## src/rtl/cmdsel_pkg.sv

```systemverilog
package cmdsel_pkg;
  localparam int unsigned DEF_ADDR_W = 32;
  localparam int unsigned DEF_DATA_W = 32;
  localparam int unsigned DEF_SEL_W  = 4;
  localparam int unsigned DEF_EXT_W  = 8;
  localparam int unsigned NUM_ENT    = 2;

  typedef enum logic {
    ENT_INSTR = 1'b0,
    ENT_DATA  = 1'b1
  } ent_e;
endpackage

```

## src/rtl/cmdsel_pack.sv

```systemverilog
// Builds one command word from a channel's request signals.
module cmdsel_pack #(
  parameter int unsigned ADDR_W = 32,
  parameter int unsigned DATA_W = 32,
  parameter int unsigned SEL_W  = 4,
  parameter int unsigned EXT_W  = 8,
  localparam int unsigned CMD_W = 2 + SEL_W + ADDR_W + DATA_W + EXT_W
) (
  input  logic              cyc,
  input  logic              stb,
  input  logic              we,
  input  logic [SEL_W-1:0]  sel,
  input  logic [ADDR_W-1:0] adr,
  input  logic [DATA_W-1:0] wdat,
  input  logic [EXT_W-1:0]  ext,
  output logic              req,
  output logic [CMD_W-1:0]  word
);
  localparam int unsigned DAT_LO = EXT_W;
  localparam int unsigned ADR_LO = DAT_LO + DATA_W;
  localparam int unsigned SEL_LO = ADR_LO + ADDR_W;
  localparam int unsigned WE_BIT = SEL_LO + SEL_W;
  localparam int unsigned VL_BIT = WE_BIT + 1;

  always_comb begin
    req                          = cyc & stb;
    word                         = '0;
    word[VL_BIT]                 = req;
    word[WE_BIT]                 = we;
    word[SEL_LO +: SEL_W]        = sel;
    word[ADR_LO +: ADDR_W]       = adr;
    word[DAT_LO +: DATA_W]       = wdat;
    word[0 +: EXT_W]             = ext;
  end
endmodule

```

## src/rtl/cmdsel_slot.sv

```systemverilog
// One-entry command holding slot.
module cmdsel_slot #(
  parameter int unsigned CMD_W = 78
) (
  input  logic             clk,
  input  logic             rst_n,
  input  logic             req,
  input  logic [CMD_W-1:0] word_in,
  input  logic             take,
  output logic             vld,
  output logic [CMD_W-1:0] word
);
  logic [CMD_W-1:0] held_q;

  always_ff @(posedge clk or negedge rst_n) begin
    if (!rst_n) begin
      held_q <= '0;
    end else if (held_q[CMD_W-1]) begin
      if (take) held_q <= '0;
    end else if (req) begin
      held_q <= word_in;
    end
  end

  assign vld  = held_q[CMD_W-1];
  assign word = held_q;
endmodule

```

## src/rtl/cmdsel_arb.sv

```systemverilog
// Sticky selector: the highest index wins a fresh choice, and a held choice persists.
module cmdsel_arb #(
  parameter int unsigned NENT = 2,
  localparam int unsigned IDX_W = (NENT > 1) ? $clog2(NENT) : 1
) (
  input  logic             clk,
  input  logic             rst_n,
  input  logic [NENT-1:0]  ent_vld,
  output logic             any,
  output logic [IDX_W-1:0] pick,
  output logic             hold_v,
  output logic [IDX_W-1:0] hold_idx
);
  logic [IDX_W-1:0] fresh;

  always_comb begin
    fresh = '0;
    for (int k = 0; k < NENT; k++) begin
      if (ent_vld[k]) fresh = IDX_W'(k);
    end
  end

  assign any  = |ent_vld;
  assign pick = (hold_v && ent_vld[hold_idx]) ? hold_idx : fresh;

  always_ff @(posedge clk or negedge rst_n) begin
    if (!rst_n) begin
      hold_v   <= 1'b0;
      hold_idx <= '0;
    end else begin
      hold_v   <= any;
      hold_idx <= any ? pick : '0;
    end
  end
endmodule

```

## src/rtl/cmdsel_top.sv

```systemverilog
module cmdsel_top
  import cmdsel_pkg::*;
#(
  parameter int unsigned ADDR_W = DEF_ADDR_W,
  parameter int unsigned DATA_W = DEF_DATA_W,
  parameter int unsigned SEL_W  = DEF_SEL_W,
  parameter int unsigned EXT_W  = DEF_EXT_W,
  localparam int unsigned CMD_W = 2 + SEL_W + ADDR_W + DATA_W + EXT_W,
  localparam int unsigned IAD_W = ADDR_W - 2
) (
  input  logic              clk,
  input  logic              rst_n,
  input  logic              ins_cyc,
  input  logic              ins_stb,
  input  logic [IAD_W-1:0]  ins_adr,
  input  logic              dat_cyc,
  input  logic              dat_stb,
  input  logic              dat_we,
  input  logic [SEL_W-1:0]  dat_sel,
  input  logic [ADDR_W-1:0] dat_adr,
  input  logic [DATA_W-1:0] dat_wdata,
  input  logic [EXT_W-1:0]  ext_code,
  input  logic [1:0]        taken,
  output logic [CMD_W-1:0]  cmd_out,
  output logic              cmd_entry
);
  logic              ch_cyc  [NUM_ENT];
  logic              ch_stb  [NUM_ENT];
  logic              ch_we   [NUM_ENT];
  logic [SEL_W-1:0]  ch_sel  [NUM_ENT];
  logic [ADDR_W-1:0] ch_adr  [NUM_ENT];
  logic [DATA_W-1:0] ch_wdat [NUM_ENT];
  logic              ch_req  [NUM_ENT];
  logic [CMD_W-1:0]  ch_word [NUM_ENT];
  logic [CMD_W-1:0]  ent_word[NUM_ENT];
  logic [NUM_ENT-1:0] ent_vld;

  logic any_vld;
  logic pick;
  logic hold_v;
  logic hold_idx;

  // Instruction channel: fetch only, word-aligned address.
  assign ch_cyc [ENT_INSTR] = ins_cyc;
  assign ch_stb [ENT_INSTR] = ins_stb;
  assign ch_we  [ENT_INSTR] = 1'b0;
  assign ch_sel [ENT_INSTR] = '0;
  assign ch_adr [ENT_INSTR] = {ins_adr, 2'b00};
  assign ch_wdat[ENT_INSTR] = '0;

  assign ch_cyc [ENT_DATA]  = dat_cyc;
  assign ch_stb [ENT_DATA]  = dat_stb;
  assign ch_we  [ENT_DATA]  = dat_we;
  assign ch_sel [ENT_DATA]  = dat_sel;
  assign ch_adr [ENT_DATA]  = dat_adr;
  assign ch_wdat[ENT_DATA]  = dat_wdata;

  for (genvar g = 0; g < NUM_ENT; g++) begin : g_ent
    cmdsel_pack #(
      .ADDR_W(ADDR_W), .DATA_W(DATA_W), .SEL_W(SEL_W), .EXT_W(EXT_W)
    ) u_pack (
      .cyc (ch_cyc[g]),
      .stb (ch_stb[g]),
      .we  (ch_we[g]),
      .sel (ch_sel[g]),
      .adr (ch_adr[g]),
      .wdat(ch_wdat[g]),
      .ext (ext_code),
      .req (ch_req[g]),
      .word(ch_word[g])
    );

    cmdsel_slot #(.CMD_W(CMD_W)) u_slot (
      .clk    (clk),
      .rst_n  (rst_n),
      .req    (ch_req[g]),
      .word_in(ch_word[g]),
      .take   (taken[g]),
      .vld    (ent_vld[g]),
      .word   (ent_word[g])
    );
  end

  cmdsel_arb #(.NENT(NUM_ENT)) u_arb (
    .clk     (clk),
    .rst_n   (rst_n),
    .ent_vld (ent_vld),
    .any     (any_vld),
    .pick    (pick),
    .hold_v  (hold_v),
    .hold_idx(hold_idx)
  );

  assign cmd_out   = any_vld ? ent_word[pick] : '0;
  assign cmd_entry = any_vld ? pick : 1'b0;
endmodule

```

## config.mk

```make
export PLATFORM = sky130hd
export DESIGN_NAME = cmdsel_top
export DESIGN_NICKNAME = d
export VERILOG_FILES = /design/src/rtl/cmdsel_pkg.sv /design/src/rtl/cmdsel_pack.sv /design/src/rtl/cmdsel_slot.sv /design/src/rtl/cmdsel_arb.sv /design/src/rtl/cmdsel_top.sv
export SDC_FILE = /design/constraint.sdc
export NUM_CORES = 1
export LEC_CHECK = 0
export BUFFER_PORTS_ARGS = -buffer_cell sky130_fd_sc_hd__clkbuf_2
export CAP_MARGIN = 10
export CELL_PAD_IN_SITES_DETAIL_PLACEMENT = 2
export CELL_PAD_IN_SITES_GLOBAL_PLACEMENT = 2
export CORE_ASPECT_RATIO = 0.8
export CORE_UTILIZATION = 33
export CTS_CLUSTER_SIZE = 30
export DETAILED_ROUTE_END_ITERATION = 7
export GPL_TIMING_DRIVEN = 0
export HOLD_SLACK_MARGIN = 0.02
export PLACE_DENSITY = 0.95
export SLEW_MARGIN = 5
export SYNTH_ARGS = -nofsm -noshare
export SYNTH_HDL_FRONTEND = slang
export SYNTH_SLANG_ARGS = --single-unit
```

## constraint.sdc

```tcl
create_clock -name clk -period 2.3 [get_ports clk]
set_clock_uncertainty 0.1 [all_clocks]
set_input_delay 0.115 -clock clk [delete_from_list [all_inputs] [get_ports clk]]
set_output_delay 0.115 -clock clk [all_outputs]
set_load 0.005 [all_outputs]
```

==> results of run 1 <==
==> cell usage after synthesis (all sizes together) <==
cell type,count,share of area
a21boi,1,0.0012
a22o,38,0.055
and2,1,0.0014
and3,39,0.040
buf,29,0.028
clkbuf,26,0.016
dfrtp,119,0.49
mux2i,115,0.19
nand2,117,0.073
nand2b,1,0.0010
nand3b,1,0.0012
nor2b,2,0.0021
o21ai,115,0.095
o21bai,2,0.0025
or2,1,0.0010
==> cells in the final DEF (no fill, tap or decap), types with 2 or more instances in the layout <==
master	synthesis	routed
clkbuf_2	0	194
nand2_1	117	117
dfrtp_1	119	117
mux2i_1	115	115
o21ai_0	115	115
dlygate4sd3_1	0	108
and3_1	39	39
a22o_1	38	38
clkbuf_1	26	23
clkbuf_16	0	17
buf_2	20	16
buf_4	6	9
buf_6	2	4
clkinv_2	0	4
clkbuf_8	0	4
bufinv_16	0	4
clkbuf_4	0	3
nor2b_1	2	2
o21bai_1	2	2
dfrtp_2	0	2
==> cell families (layout without fill, tap and decap cells) <==
kind of cell | Yosys count | in the layout | share of synthesized area
compound gates | 156 | 156 | 0.154
simple gates | 162 | 162 | 0.120
buf+inv | 55 | 389 | 0.0444
mux | 115 | 115 | 0.190
flops | 119 | 119 | 0.492
==> timing repair <==
item,CTS,global route
endpoints found under the setup margin,42,46
resized for setup,7,16
pin swaps,0,1
buffers inserted,0,1
hold buffers,108,0
hold endpoints to repair,171,0
gates cloned,0,0
==> layer usage <==
metal / wire length [um] / vias to the layer above / track usage
li1: - / 2788 / -
met1: 12700 / 3475 / 0.374
met2: 16900 / 270 / 0.600
met3: 1310 / 85 / 0.0610
met4: 1160 / 0 / 0.150
met5: 0 / - / 0
==> critical path: stages, from the launching register on <==
cell and delay, ps:
dfrtp_2 430, buf_4 250, clkbuf_2 270, clkbuf_2 290
and3_1 230, clkbuf_2 130
==> sequential cells by signal (all words and copies together) (netlist names) <==
register / cells
g_ent.u_slot.word: 117
u_arb.hold_idx: 1
u_arb.hold_v: 1
==> power breakdown <==
group,internal [W],total [W],switching [W]
clock,0.00189,0.00292,0.00104
combinational,0.000750,0.00174,0.000986
sequential,0.00249,0.00293,0.000436
total,0.00513,0.00759,0.00246
==> stage by stage <==
stage / power [W] / setup TNS (ps) / area [um2] / instances
2_1_floorplan: 0.00353 / 0 / 6050 / 607
3_3_place_gp: 0.00411 / -114570 / 7300 / 1025
3_5_place_dp: 0.00426 / 0 / 7340 / 1026
4_1_cts: 0.00733 / 0 / 9050 / 1165
5_1_grt: 0.00784 / -26.9 / 9090 / 1166
6_report: 0.00759 / 0 / 9090 / 1166
==> layout make-up <==
cell class | instances | share of cell area
well taps | 225 | 0.0310
repair buffers | 303 | 0.230
multi-input cells | 433 | 0.310
plain buffers | 55 | 0.0330
clock inverters | 9 | 0.0162
clock buffers | 22 | 0.0522
flip-flops and latches | 119 | 0.328
==> worst paths after layout <==
| kind | slack, ps | from | to | depth (start not counted) |
|---|---|---|---|---|
| max | 50 | g_ent[1].u_slot.word[77]$_DFF_PN0_ | cmd_out[34] | 5 |
| min | 140 | rst_n | g_ent[1].u_slot.word[33]$_DFFE_PN0P_ | 2 |
| max reg2reg | 360 | g_ent[1].u_slot.word[77]$_DFF_PN0_ | g_ent[1].u_slot.word[58]$_DFFE_PN0P_ | 6 |
| min reg2reg | 400 | g_ent[1].u_slot.word[37]$_DFFE_PN0P_ | g_ent[1].u_slot.word[37]$_DFFE_PN0P_ | 2 |
| max in group asynchronous | 1220 | rst_n | g_ent[0].u_slot.word[55]$_DFFE_PN0P_ | 3 |
| min in group clk | 160 | taken[0] | g_ent[0].u_slot.word[51]$_DFFE_PN0P_ | 5 |
==> summary.md, run 1 <==
| Metric | Value |
|---|---|
| Hold Worst Slack | 140 ps |
| N_diodes | 0 |
| Power per cell area | 834 nW/um2 |
| Drt total wl | 32.1 mm |
| Number of H-tree levels | 4 |
| Synthesis warning total | 0 |
| GP Congestion | 0.770 |
| Final Hold Viols | 0 |
| Clock transition at path regs | 60 ps |
| Total of max-cap violations | 0 |
| Min Tclk post-route | 2250 ps |
| I/O Buffers | 193 |
| Grt ovf | 0 |
| Setup violations, final | 0 |
| Post-Synthesis Cells | 607 |
| I/O pin total | 194 |
| FF+latch area | 2980 um2 |
| Final Cycle Share | 0.980 |
| Worst VDD drop | 621 uV |
| DR WL/cell | 27.5 um |
| Place WS | 42.4 ps |
| Least-Margin Pin Slew | 675 ps |
| CP arrival | 2040 ps |
| Residual DRC count | 0 |
| Clk_lat worst skew | 420 ps |
| Synth Cell Area | 6050 um2 |
| Critical path launch point type | register |
| CTS tree | done |
| Num CTS Buffers | 17 |
| P_leak | 4.85 nW |
| Library cells used by synthesis | 18 |
| Root buffer cell | clkbuf_16 |
| Routed Antenna Nets | 0 |
| Relative slew slack | 0.550 |
| Post-DP HPWL | 16.4 mm |
| Largest net degree at the start of global routing | 62 |
| Final Util | 0.515 |
| Vias/cell | 5.68 |
| Status | finished, final reports clean |
| Crit. End Element | output pin |
| Fraction of layout cells with a size suffix above 1 | 0.278 |
| Type of the worst setup path | reg2out |
| Fmax | 444 MHz |
| Post-synthesis sequential area ratio | 0.492 |
| Syn_nets | 722 |
| Final setup margin | 45.5 ps |
| Die Width | 153 um |
| Syn_area_per_cell | 9.97 um2 |
| Vias | 6618 |
| DRT iter0 DRCs | 378 |
| CTS Buffer Depth | 2 |
| Die Area | 18900 um2 |
| Core ar. | 17600 um2 |
| Critical Path RT | 2090 ps |
| Multi-input gate area | 2820 um2 |
| Starting Density | 0.343 |
| DR pass1 iterations | 4 |
| Cell row count | 43 |
| Initial antenna violation count | 0 |
| Largest fanout on the critical path | 10 |
| All-layer global routing usage | 0.327 |
| First-pass GRT wire length | 45.8 mm |
| P&R area growth vs syn | 50.2% |
| Min-delay worst type | in2async |
| Vias in the first global route | 7422 |
| Clk sinks | 119 |
| Nets | 1044 |
| Synthesis-stage register bit count | 119 |
| Filler instances | 1771 |
| Max Slew Vio Count | 0 |
| Die H | 123 um |
Power figures use the tool's default switching activity.
==> inputs of run 2 (changes only) <==
--- a/config.mk
+++ b/config.mk
@@ -5,12 +5,13 @@
 export SDC_FILE = /design/constraint.sdc
 export NUM_CORES = 1
 export LEC_CHECK = 0
+export ABC_AREA = 1
 export BUFFER_PORTS_ARGS = -buffer_cell sky130_fd_sc_hd__clkbuf_2
-export CAP_MARGIN = 10
-export CELL_PAD_IN_SITES_DETAIL_PLACEMENT = 2
-export CELL_PAD_IN_SITES_GLOBAL_PLACEMENT = 2
+export CAP_MARGIN = 20
+export CELL_PAD_IN_SITES_DETAIL_PLACEMENT = 1
+export CELL_PAD_IN_SITES_GLOBAL_PLACEMENT = 1
 export CORE_ASPECT_RATIO = 0.8
-export CORE_UTILIZATION = 33
+export CORE_UTILIZATION = 38
 export CTS_CLUSTER_SIZE = 30
 export DETAILED_ROUTE_END_ITERATION = 7
 export GPL_TIMING_DRIVEN = 0
==> run 2 against run 1 <==
Effect of this change: non-clock buffer count grew 3; highest routed layer unchanged; die area shrank 16%; combinational power shrank 14%; largest cell class unchanged; wire length shrank 15%; via count grew 6.3%; maximum frequency grew 2.9%; final cell count grew 14%.
==> summary.md, run 2 <==
| Metric | Value |
|---|---|
| P_sw | 0.00215 W |
| Critical Path RT | 2090 ps |
| Crit. End Element | output pin |
| Clock share of power | 0.395 |
| CTS tree | done |
| Drt total wl | 27.2 mm |
| Number of flops mapped to enable cells by yosys | 0 |
| CP startpoint | g_ent[0].u_slot.word[77]$_DFF_PN0_ |
| Worst path cell trace | nand3_1 > clkbuf_4 > buf_2 > nand3_1 > nand2_1 > clkbuf_2 |
| DRT iter0 DRCs | 409 |
| Largest net degree at the start of global routing | 81 |
| Vias in the first global route | 7919 |
| Synth area leaders | dfrtp_1, nand2_1, nand3_1 |
| Top post-synthesis cells by count | nand2_1, nand3_1, dfrtp_1 |
| Final Cycle Share | 0.953 |
| Synth async-reset ratio | 1.00 |
| CP arrival | 1980 ps |
| Grt ovf | 0 |
| I/O Buffers | 193 |
| Largest fanout on the critical path | 10 |
| GP Congestion | 0.812 |
| Max reg flops | 117 |
| Relative slew slack | 0.577 |
| Synthesized-area fraction occupied by adder cells | 0 |
| Post-Synthesis Cells | 804 |
| Syn_area_per_cell | 7.23 um2 |
| Fraction of layout cells with a size suffix above 1 | 0.232 |
| Synth Area in XOR/XNOR | 0 |
| Hold Worst Slack | 74.9 ps |
| CTS Buffer Depth | 2 |
| Power per cell area | 783 nW/um2 |
| Worst reg-to-reg path cell count | 6 |
| Final setup margin | 109 ps |
| Slowest Stage Delay on Critical Path | 420 ps |
| Setup violations, final | 0 |
| Post-synth top area cell | dfrtp_1 |
| Syn_nets | 919 |
| Residual DRC count | 0 |
| I/O pin total | 194 |
| Min Tclk post-route | 2190 ps |
| Starting Density | 0.388 |
| Synth Cell Area | 5810 um2 |
| Combinational fraction of design power | 0.219 |
| Worst VDD drop | 557 uV |
| Number of H-tree levels | 4 |
| Type of the worst setup path | reg2out |
| Final Util | 0.585 |
| P&R area growth vs syn | 50.7% |
| Commonest cells after routing, fill and taps aside | nand2_1, clkbuf_2, nand3_1 |
| Filler instances | 1894 |
| Die Area | 15800 um2 |
| Slowest cell on crit path | dfrtp_1 |
| Clk sinks | 119 |
| Main combinational cell family by area after synthesis | simple AND/OR/NAND/NOR gates |
| Pint | 0.00471 W |
| Worst R2R End | g_ent[1].u_slot.word[21]$_DFFE_PN0P_ |
| All-layer global routing usage | 0.362 |
| DR WL/cell | 20.5 um |
| Synthesis-stage register bit count | 119 |
| Core ar. | 15000 um2 |
| Min-delay worst type | in2async |
| First-pass GRT wire length | 42.8 mm |
| Most used standard cell by instance count after synthesis | nand2_1 |
| Vias | 7033 |
| Area share of the largest cell type after synthesis | 0.512 |
| Post-Synth Simple-Gate Area | 0.385 |
| Place WS | 366 ps |
| Most common cell after layout, fill and taps aside | nand2_1 |
| Die Width | 140 um |
| Num CTS Buffers | 17 |
| Vias/cell | 5.29 |
| Cell mode on critical path | nand3_1 |
| Library cells used by synthesis | 12 |
| Critical path launch point type | register |
| Worst setup path endpoint | cmd_out[65] |
| Placed Area | 7050 um2 |
| Post-synthesis sequential area ratio | 0.512 |
| Clock transition at path regs | 60 ps |
| Die H | 113 um |
| Routed Antenna Nets | 0 |
| Mux share of post-synthesis cell area | 0 |
| Synth Area in Compound Gates | 0.00172 |
| Status | finished, final reports clean |
| Multi-input gate area | 2260 um2 |
| CP bufs+invs | 3 |
| Seq pwr share | 0.385 |
| Sw Share | 0.313 |
| Final Hold Viols | 0 |
| P_leak | 5.19 nW |
| Total of max-cap violations | 0 |
| Initial antenna violation count | 1 |
| Post-DP HPWL | 14.4 mm |
| Max Slew Vio Count | 0 |
| CP top delay family | buffers and inverters |
| FF+latch area | 2980 um2 |
| Worst flop-to-flop path startpoint | g_ent[1].u_slot.word[77]$_DFF_PN0_ |
| Cell row count | 40 |
| Fmax | 456 MHz |
| Synthesis warning total | 0 |
| Final instance area | 8760 um2 |
| Least-Margin Pin Slew | 634 ps |
| Nets | 1242 |
| R2R setup slack | 460 ps |
| Clk_lat worst skew | 430 ps |
| Worst path depth | 6 |
| Root buffer cell | clkbuf_16 |
| Top FF cell, synth | dfrtp_1 |
| Tot Pwr | 0.00686 W |
| DR pass1 iterations | 5 |
[run 2: cell count changes after synthesis, moves of 5 or more]
cell and change:
a22o_1 -38, and3_1 -39, buf_2 +6, clkbuf_1 -5, inv_1 +81, mux2i_1 -115
nand2_1 +231, nand3_1 +155, nor2_1 +39, o21ai_0 -113
[run 2: power groups by stage]
stage               Sequential, W  Combinational (W)  Clock [W]
global placement          0.00262            0.00116          0
CTS                       0.00261            0.00139    0.00269
finish                    0.00264            0.00150    0.00271
detailed placement        0.00265            0.00122          0
global route              0.00268            0.00165    0.00281
floorplan                 0.00259           0.000693          0
[run 2: final cells by class]
class,count,share of cell area
repair buffers,304,0.240
well taps,189,0.0270
clock buffers,23,0.0557
clock inverters,9,0.0111
plain buffers,57,0.0324
multi-input cells,545,0.258
inverters,83,0.0356
flip-flops and latches,119,0.340
diodes,1,0.000286
[run 2: how the worst min path moves through the flow]
stage / slack (ps) / end
finish: 70 / g_ent[0].u_slot.word[60]$_DFFE_PN0P_
global route: 110 / g_ent[0].u_slot.word[60]$_DFFE_PN0P_
CTS: 90 / g_ent[0].u_slot.word[60]$_DFFE_PN0P_
detailed placement: -40 / g_ent[0].u_slot.word[60]$_DFFE_PN0P_
global placement: 210 / g_ent[1].u_slot.word[77]$_DFF_PN0_
floorplan: -280 / g_ent[0].u_slot.word[0]$_DFFE_PN0P_
[run 2: what timing repair did]
action	4_1_cts	5_1_grt
setup endpoints to repair	14	37
setup buffers	0	0
endpoints found under the hold margin	236	0
hold buffers	110	0
gates resized for setup	1	11
[run 2: kinds of logic after synthesis]
kind of cell,Yosys count
compound gates,2
buf+inv,140
flops,119
simple gates,543
[run 2: through the flow]
stage          instances  TNS, ps
4_1_cts             1329        0
3_5_place_dp        1187        0
5_1_grt             1330   -0.681
3_3_place_gp        1186  -103250
6_report            1330        0
2_1_floorplan        804        0
[run 2: per-layer routing]
layer,track usage,vias to the layer above,routed length (um)
met5,0,-,0
met4,0.203,0,1280
met3,0.0913,120,1970
met2,0.648,360,14000
met1,0.392,3445,10000
li1,-,3108,-
